`src/rtl/usb_pwr_pkg.sv`:
```
package usb_pwr_pkg;
  localparam int REG_W = 8;
  localparam int B_PD  = 0;
  localparam int B_SUS = 1;
  localparam int B_RES = 2;
  localparam int B_RST = 3;
  localparam int B_SC  = 6;
  localparam int B_ISO = 7;

  typedef enum logic {GATE_IDLE = 1'b0, GATE_HOLD = 1'b1} gate_e;

  typedef struct packed {
    logic iso;
    logic sc;
    logic rst;
    logic res;
    logic sus;
    logic pd;
  } pwr_fields_t;
endpackage

```
`src/rtl/usb_pwr_regs.sv`:
```
module usb_pwr_regs
  import usb_pwr_pkg::*;
(
  input  logic             clk,
  input  logic             rst_n,
  input  logic             role_dev,
  input  logic             wr_hit,
  input  logic [REG_W-1:0] wdata,
  input  logic             susp_det,
  input  logic             bus_rst_det,
  output pwr_fields_t      fld
);
  pwr_fields_t q, n;
  logic        res_start;
  logic        unused_rsvd;

  assign unused_rsvd = ^wdata[5:4];

  always_comb begin
    n = q;
    if (wr_hit) begin
      n.rst = wdata[B_RST];
      n.pd  = wdata[B_PD];
      if (role_dev) begin
        n.res = wdata[B_RES] & (q.res | q.sus);
        n.iso = wdata[B_ISO];
        n.sc  = wdata[B_SC];
      end else begin
        n.res = wdata[B_RES];
        if (wdata[B_SUS]) n.sus = 1'b1;
      end
    end
    if (role_dev && susp_det) n.sus = 1'b1;
    res_start = n.res & ~q.res;
    if (res_start || bus_rst_det) n.sus = 1'b0;
    if (!role_dev) begin
      n.iso = 1'b0;
      n.sc  = 1'b0;
    end
  end

  always_ff @(posedge clk or negedge rst_n) begin
    if (!rst_n) q <= '0;
    else        q <= n;
  end

  assign fld = q;

  assert_host_no_dev_bits_R12: assert property (@(posedge clk) disable iff (!rst_n)
    !role_dev |=> (!fld.sc && !fld.iso));

  assert_host_sus_w0_R4: assert property (@(posedge clk) disable iff (!rst_n)
    (!role_dev && wr_hit && !wdata[B_SUS] && !wdata[B_RES] && !bus_rst_det && fld.sus)
    |=> fld.sus);

  assert_dev_sus_ro_R5: assert property (@(posedge clk) disable iff (!rst_n)
    (role_dev && wr_hit && !susp_det && !fld.sus) |=> !fld.sus);

  assert_resume_clears_sus_R6: assert property (@(posedge clk) disable iff (!rst_n)
    $rose(fld.res) |-> !fld.sus);

  assert_busrst_clears_sus_R6: assert property (@(posedge clk) disable iff (!rst_n)
    bus_rst_det |=> !fld.sus);
endmodule

```
`src/rtl/usb_pwr_isogate.sv`:
```
module usb_pwr_isogate
  import usb_pwr_pkg::*;
(
  input  logic clk,
  input  logic rst_n,
  input  logic iso_en,
  input  logic tx_ready,
  input  logic sof_tok,
  input  logic in_tok,
  output logic pkt_go,
  output logic zlp_go
);
  gate_e st, st_n;
  logic  pkt_n, zlp_n;

  always_comb begin
    st_n  = st;
    pkt_n = 1'b0;
    zlp_n = 1'b0;
    unique case (st)
      GATE_IDLE: begin
        if (tx_ready) begin
          if (iso_en) st_n  = GATE_HOLD;
          else        pkt_n = 1'b1;
        end
      end
      GATE_HOLD: begin
        if (!iso_en || sof_tok) begin
          pkt_n = 1'b1;
          st_n  = GATE_IDLE;
        end else if (in_tok) begin
          zlp_n = 1'b1;
        end
      end
      default: st_n = GATE_IDLE;
    endcase
  end

  always_ff @(posedge clk or negedge rst_n) begin
    if (!rst_n) begin
      st     <= GATE_IDLE;
      pkt_go <= 1'b0;
      zlp_go <= 1'b0;
    end else begin
      st     <= st_n;
      pkt_go <= pkt_n;
      zlp_go <= zlp_n;
    end
  end

  assert_single_action_R10: assert property (@(posedge clk) disable iff (!rst_n)
    !(pkt_go && zlp_go));

  assert_zlp_only_gated_R10: assert property (@(posedge clk) disable iff (!rst_n)
    zlp_go |-> $past(iso_en));

  assert_sof_wins_R11: assert property (@(posedge clk) disable iff (!rst_n)
    (st == GATE_HOLD && iso_en && sof_tok && in_tok) |=> (pkt_go && !zlp_go));

  assert_ungated_pass_R8: assert property (@(posedge clk) disable iff (!rst_n)
    (st == GATE_IDLE && !iso_en && tx_ready) |=> pkt_go);
endmodule

```
`src/rtl/usb_pwr_rdmux.sv`:
```
module usb_pwr_rdmux
  import usb_pwr_pkg::*;
(
  input  logic             hit,
  input  logic             role_dev,
  input  pwr_fields_t      fld,
  output logic [REG_W-1:0] rdata
);
  always_comb begin
    rdata = '0;
    if (hit) begin
      rdata[B_PD]  = fld.pd;
      rdata[B_SUS] = fld.sus;
      rdata[B_RES] = fld.res;
      rdata[B_RST] = fld.rst;
      if (role_dev) begin
        rdata[B_SC]  = fld.sc;
        rdata[B_ISO] = fld.iso;
      end
    end
  end
endmodule

```
`src/rtl/usb_pwr_ctl.sv`:
```
module usb_pwr_ctl
  import usb_pwr_pkg::*;
#(
  parameter int ADDR_W     = 8,
  parameter int REG_OFFSET = 1
)(
  input  logic              clk,
  input  logic              rst_n,
  input  logic [ADDR_W-1:0] bus_addr,
  input  logic              bus_wr,
  input  logic [REG_W-1:0]  bus_wdata,
  output logic [REG_W-1:0]  bus_rdata,
  input  logic              role_dev,
  input  logic              susp_det,
  input  logic              bus_rst_det,
  input  logic              tx_ready,
  input  logic              sof_tok,
  input  logic              in_tok,
  output logic              sig_bus_reset,
  output logic              sig_resume,
  output logic              sig_suspend,
  output logic              phy_pwrdn,
  output logic              line_drv_en,
  output logic              pkt_go,
  output logic              zlp_go
);
  localparam logic [ADDR_W-1:0] OFFS = ADDR_W'(REG_OFFSET);

  logic        addr_hit;
  logic        wr_hit;
  pwr_fields_t fld;

  assign addr_hit = (bus_addr == OFFS);
  assign wr_hit   = bus_wr & addr_hit;

  usb_pwr_regs u_regs (
    .clk         (clk),
    .rst_n       (rst_n),
    .role_dev    (role_dev),
    .wr_hit      (wr_hit),
    .wdata       (bus_wdata),
    .susp_det    (susp_det),
    .bus_rst_det (bus_rst_det),
    .fld         (fld)
  );

  usb_pwr_isogate u_gate (
    .clk      (clk),
    .rst_n    (rst_n),
    .iso_en   (fld.iso),
    .tx_ready (tx_ready),
    .sof_tok  (sof_tok),
    .in_tok   (in_tok),
    .pkt_go   (pkt_go),
    .zlp_go   (zlp_go)
  );

  usb_pwr_rdmux u_rd (
    .hit      (addr_hit),
    .role_dev (role_dev),
    .fld      (fld),
    .rdata    (bus_rdata)
  );

  assign sig_bus_reset = fld.rst;
  assign sig_resume    = fld.res;
  assign sig_suspend   = fld.sus;
  assign phy_pwrdn     = fld.pd;
  assign line_drv_en   = fld.sc;

  assert_rsvd_zero_R3: assert property (@(posedge clk) disable iff (!rst_n)
    bus_rdata[5:4] == 2'b00);

  assert_miss_reads_zero_R13: assert property (@(posedge clk) disable iff (!rst_n)
    !addr_hit |-> (bus_rdata == '0));
endmodule

```
`config.mk`:
```
export PLATFORM = sky130hd
export DESIGN_NAME = usb_pwr_ctl
export DESIGN_NICKNAME = d
export VERILOG_FILES = /design/src/rtl/usb_pwr_pkg.sv /design/src/rtl/usb_pwr_regs.sv /design/src/rtl/usb_pwr_isogate.sv /design/src/rtl/usb_pwr_rdmux.sv /design/src/rtl/usb_pwr_ctl.sv
export SDC_FILE = /design/constraint.sdc
export NUM_CORES = 1
export LEC_CHECK = 0
export BUFFER_PORTS_ARGS = -buffer_cell sky130_fd_sc_hd__buf_4
export CAP_MARGIN = 20
export CORE_AREA = 2 2 39 41
export CTS_BUF_LIST = sky130_fd_sc_hd__clkbuf_2 sky130_fd_sc_hd__clkbuf_4 sky130_fd_sc_hd__clkbuf_8
export CTS_CLUSTER_SIZE = 14
export DETAILED_ROUTE_END_ITERATION = 10
export DIE_AREA = 0 0 41 43
export HOLD_SLACK_MARGIN = 0.15
export PLACE_DENSITY = 0.8
export SLEW_MARGIN = 20
export SYNTH_ARGS = -nofsm -noshare
export SYNTH_HDL_FRONTEND = slang
export SYNTH_SLANG_ARGS = --single-unit
```
`constraint.sdc`:
```
create_clock -name clk -period 0.95 [get_ports clk]
set_input_delay 0.0475 -clock clk [delete_from_list [all_inputs] [get_ports clk]]
set_output_delay 0.0475 -clock clk [all_outputs]
set_load 0.01 [all_outputs]
```
==> reports/qor.txt <==
final cycle utilization of the critical path: 115.7%
Starting DRT DRC Count: 8
Non-Filler Instances: 122
Starting Density: 34.90%
post-synthesis sequential area ratio: 46.63%
CTS Sinks: 9
Synth area leaders: dfrtp_1, and3_1, nor4b_4, nor4_4, nand3_4
Final Hold Vio Count: 0
final core occ: 79.57%
HP Start: role_dev
Hold Path Class: in -> reg
synthesized area: 483.0 um2
Clk network pwr share: 33.7%
RSZ-0062 raised after global routing: true
Site Rows: 14
IO Pins: 40
cell taking the most area after synthesis: dfrtp_1
outcome: finished with violations
final worst slack: -0.1493 ns
final wirelength: 1.838 mm
deepest clock path buffer count: 2
required time of the critical path: 0.90 ns
Netlist cell types: 22
Yosys reg bits: 9
clk root buf: clkbuf_4
final-report max-slew violation count: 0
post-layout net count: 132
DIE HEIGHT: 43 um
antenna violations before repair: 0
Max VDD drop: 0.6454 mV
Via Count: 595
Leak: 0.0005536 uW
crit path kind: in -> out
Setup TNS: -0.9832 ns
minimum clock period: 1.099 ns
Hold EP: u_regs.fld[4]$_DFFE_PN0P_
CTS tree: done
first-pass GRT wire length: 2.518 mm
CTS Buf Count: 3
Psw: 239.9 uW
Reg clk slew, reported paths: 0.06 ns
Post-DP HPWL: 1.150 mm
setup violators final: 11
largest net degree at the start of global routing: 10
final clock skew: 0.002755 ns
Syn Inst Count: 44
ANT nets after route: 0
vias per cell: 4.877
CP max FO: 3
max-capacitance violation count: 0
hold path depth: 3
ant diodes: 0
vias in the first global route: 588
Worst-Skew Late Latency: 0.26 ns
Yosys top cell area share: 46.63%
RR Startpoint: u_regs.fld[1]$_DFFE_PN0P_
Placed Cells: 98
Pint: 745.4 uW
die area: 0.001763 mm2
htree depth: 1
port buffer count: 35
CP Cell Sequence: buf_4 -> nor4_4 -> buf_4 -> and2_4 -> and3_1 -> buf_4
layout cell share with drive strength beyond 1: 64.15%
DR WL/cell: 15.07 um
post-route cell area: 0.001101 mm2
CP peak stage delay: 0.28 ns
Max Freq: 909.7 MHz
GP Congestion: 0.6964
P&R area growth vs syn: 128.0%
GRT Residual Overflow: 0
total power: 985.3 uW
synth warn: 0
R2R setup slack: -0.12 ns
Core ar.: 0.001384 mm2
cell at the slowest stage of the critical path: nor4_4
failing checks: setup timing
Worst EP arrival: 1.05 ns
gr usage total: 21.53%
Syn Area/Cell: 10.98 um2
Worst setup SP type: input port
# DRC: 0
FF-to-FF End: u_regs.fld[1]$_DFFE_PN0P_
sw frac: 24.34%
First-pass DRT Iterations: 4
PD cells: 894.8 mW/mm2
R2R depth: 4
Die Width: 41 um
combinational power share: 25.3%
most used cell, CP: buf_4
Post-DP Area: 788.3 um2
critical path capture point type: output pin
sequential share of power: 41.0%
# hold bufs at CTS: 11
==> worst max-delay path: cells and delay by family <==
| family | cells | cell delay (ns) |
|---|---|---|
| AND/OR/NAND/NOR | 3 | 0.59 |
| buffers and inverters | 3 | 0.41 |
==> how the worst max path moves through the flow <==
stage,endpoint,startpoint
6_report,bus_rdata[6],bus_addr[7]
5_1_grt,bus_rdata[7],bus_addr[7]
3_3_place_gp,u_regs.fld[1]$_DFFE_PN0P_,bus_addr[7]
4_1_cts,bus_rdata[1],u_regs.fld[1]$_DFFE_PN0P_
3_5_place_dp,u_regs.fld[1]$_DFFE_PN0P_,bus_addr[1]
2_1_floorplan,u_regs.fld[1]$_DFFE_PN0P_,bus_addr[1]
==> area by class of cell <==
cell class | instances | area, um2
well taps | 16 | 20.02
multi-input cells | 33 | 295.3
clock buffers | 4 | 30.03
fillers | 85 | 282.8
flip-flops and latches | 9 | 225.2
repair buffers | 60 | 530.5
==> what timing repair did <==
item                                    in CTS  in global routing
setup buffers                                8                  1
pin swaps                                    3                  3
resized for setup                           22                  6
endpoints found under the setup margin      10                 13
endpoints found under the hold margin       18                  3
gates cloned                                 0                  0
==> cells in the mapped netlist <==
library cell and count:
buf_4 2, nor4b_4 1, a211oi_1 1, nor4_4 1, nand3_4 1, and2_1 1, nand3_1 2, nor2_1 3
and3_1 6, a21oi_1 1, dfrtp_1 9, o21ai_0 3, conb_1 1, nand2_1 4, and4b_1 1, nor4b_1 1
or3b_1 1, nor2b_1 1, o22a_1 1, mux2_1 1, clkbuf_1 1, mux2_2 1
==> power groups by stage <==
stage	clock network [uW]	logic, uW	registers [uW]
CTS	339	239	402
global placement	0	158	408
detailed placement	0	165	409
finish	332	249	404
global route	369	265	404
floorplan	0	39.5	415
==> cells in the final DEF, fill, tap and decap left out <==
cell type / n
nand3_1: 1
a211oi_2: 1
nor2_1: 2
mux2_2: 1
dlygate4sd3_1: 11
dfrtp_1: 9
nand3_4: 1
o21ai_0: 1
nor2b_4: 1
nand3_2: 1
a21oi_1: 1
and4b_1: 1
and2_4: 1
o21ai_1: 2
clkbuf_4: 4
buf_6: 14
mux2_4: 1
nor2_2: 1
buf_4: 35
o22a_1: 1
nor4b_2: 1
and3_1: 2
and3_4: 4
nor4_4: 1
or3b_1: 1
nor4b_4: 1
nand2_1: 4
conb_1: 2
==> logic make-up (layout without fill, tap and decap cells) <==
group,Yosys count,after routing,share of synthesized area [%]
other,1,2,0.7765
AND/OR/NAND/NOR,23,23,36.53
AO/OA/AOI/OAI,6,6,7.512
flip-flops,9,9,46.63
multiplexers,2,2,4.663
buffers and inverters,3,64,3.884
==> stage by stage <==
stage / setup slack (ns) / hold slack, ns
final: -0.1493 / 0.07534
after floorplan: -0.2641 / -0.2481
after global routing: -0.1781 / 0.06873
after detailed placement: -0.4264 / -0.1232
after CTS: -0.1249 / 0.08645
after global placement: -0.2960 / -0.1269
==> sequential cells by signal, summed over array words and instances, names as in the netlist <==
signal	flops
u_gate.st	1
u_gate.zlp_go	1
u_regs.fld	6
u_gate.pkt_go	1
==> layer usage <==
layer / track usage (%) / up-vias / wire length [um]
met5: 0 / - / 0
met4: 10.00 / 0 / 22
met3: 3.141 / 4 / 120
met2: 36.56 / 37 / 999
met1: 24.75 / 274 / 697
li1: - / 280 / -
Power figures use the tool's default switching activity.
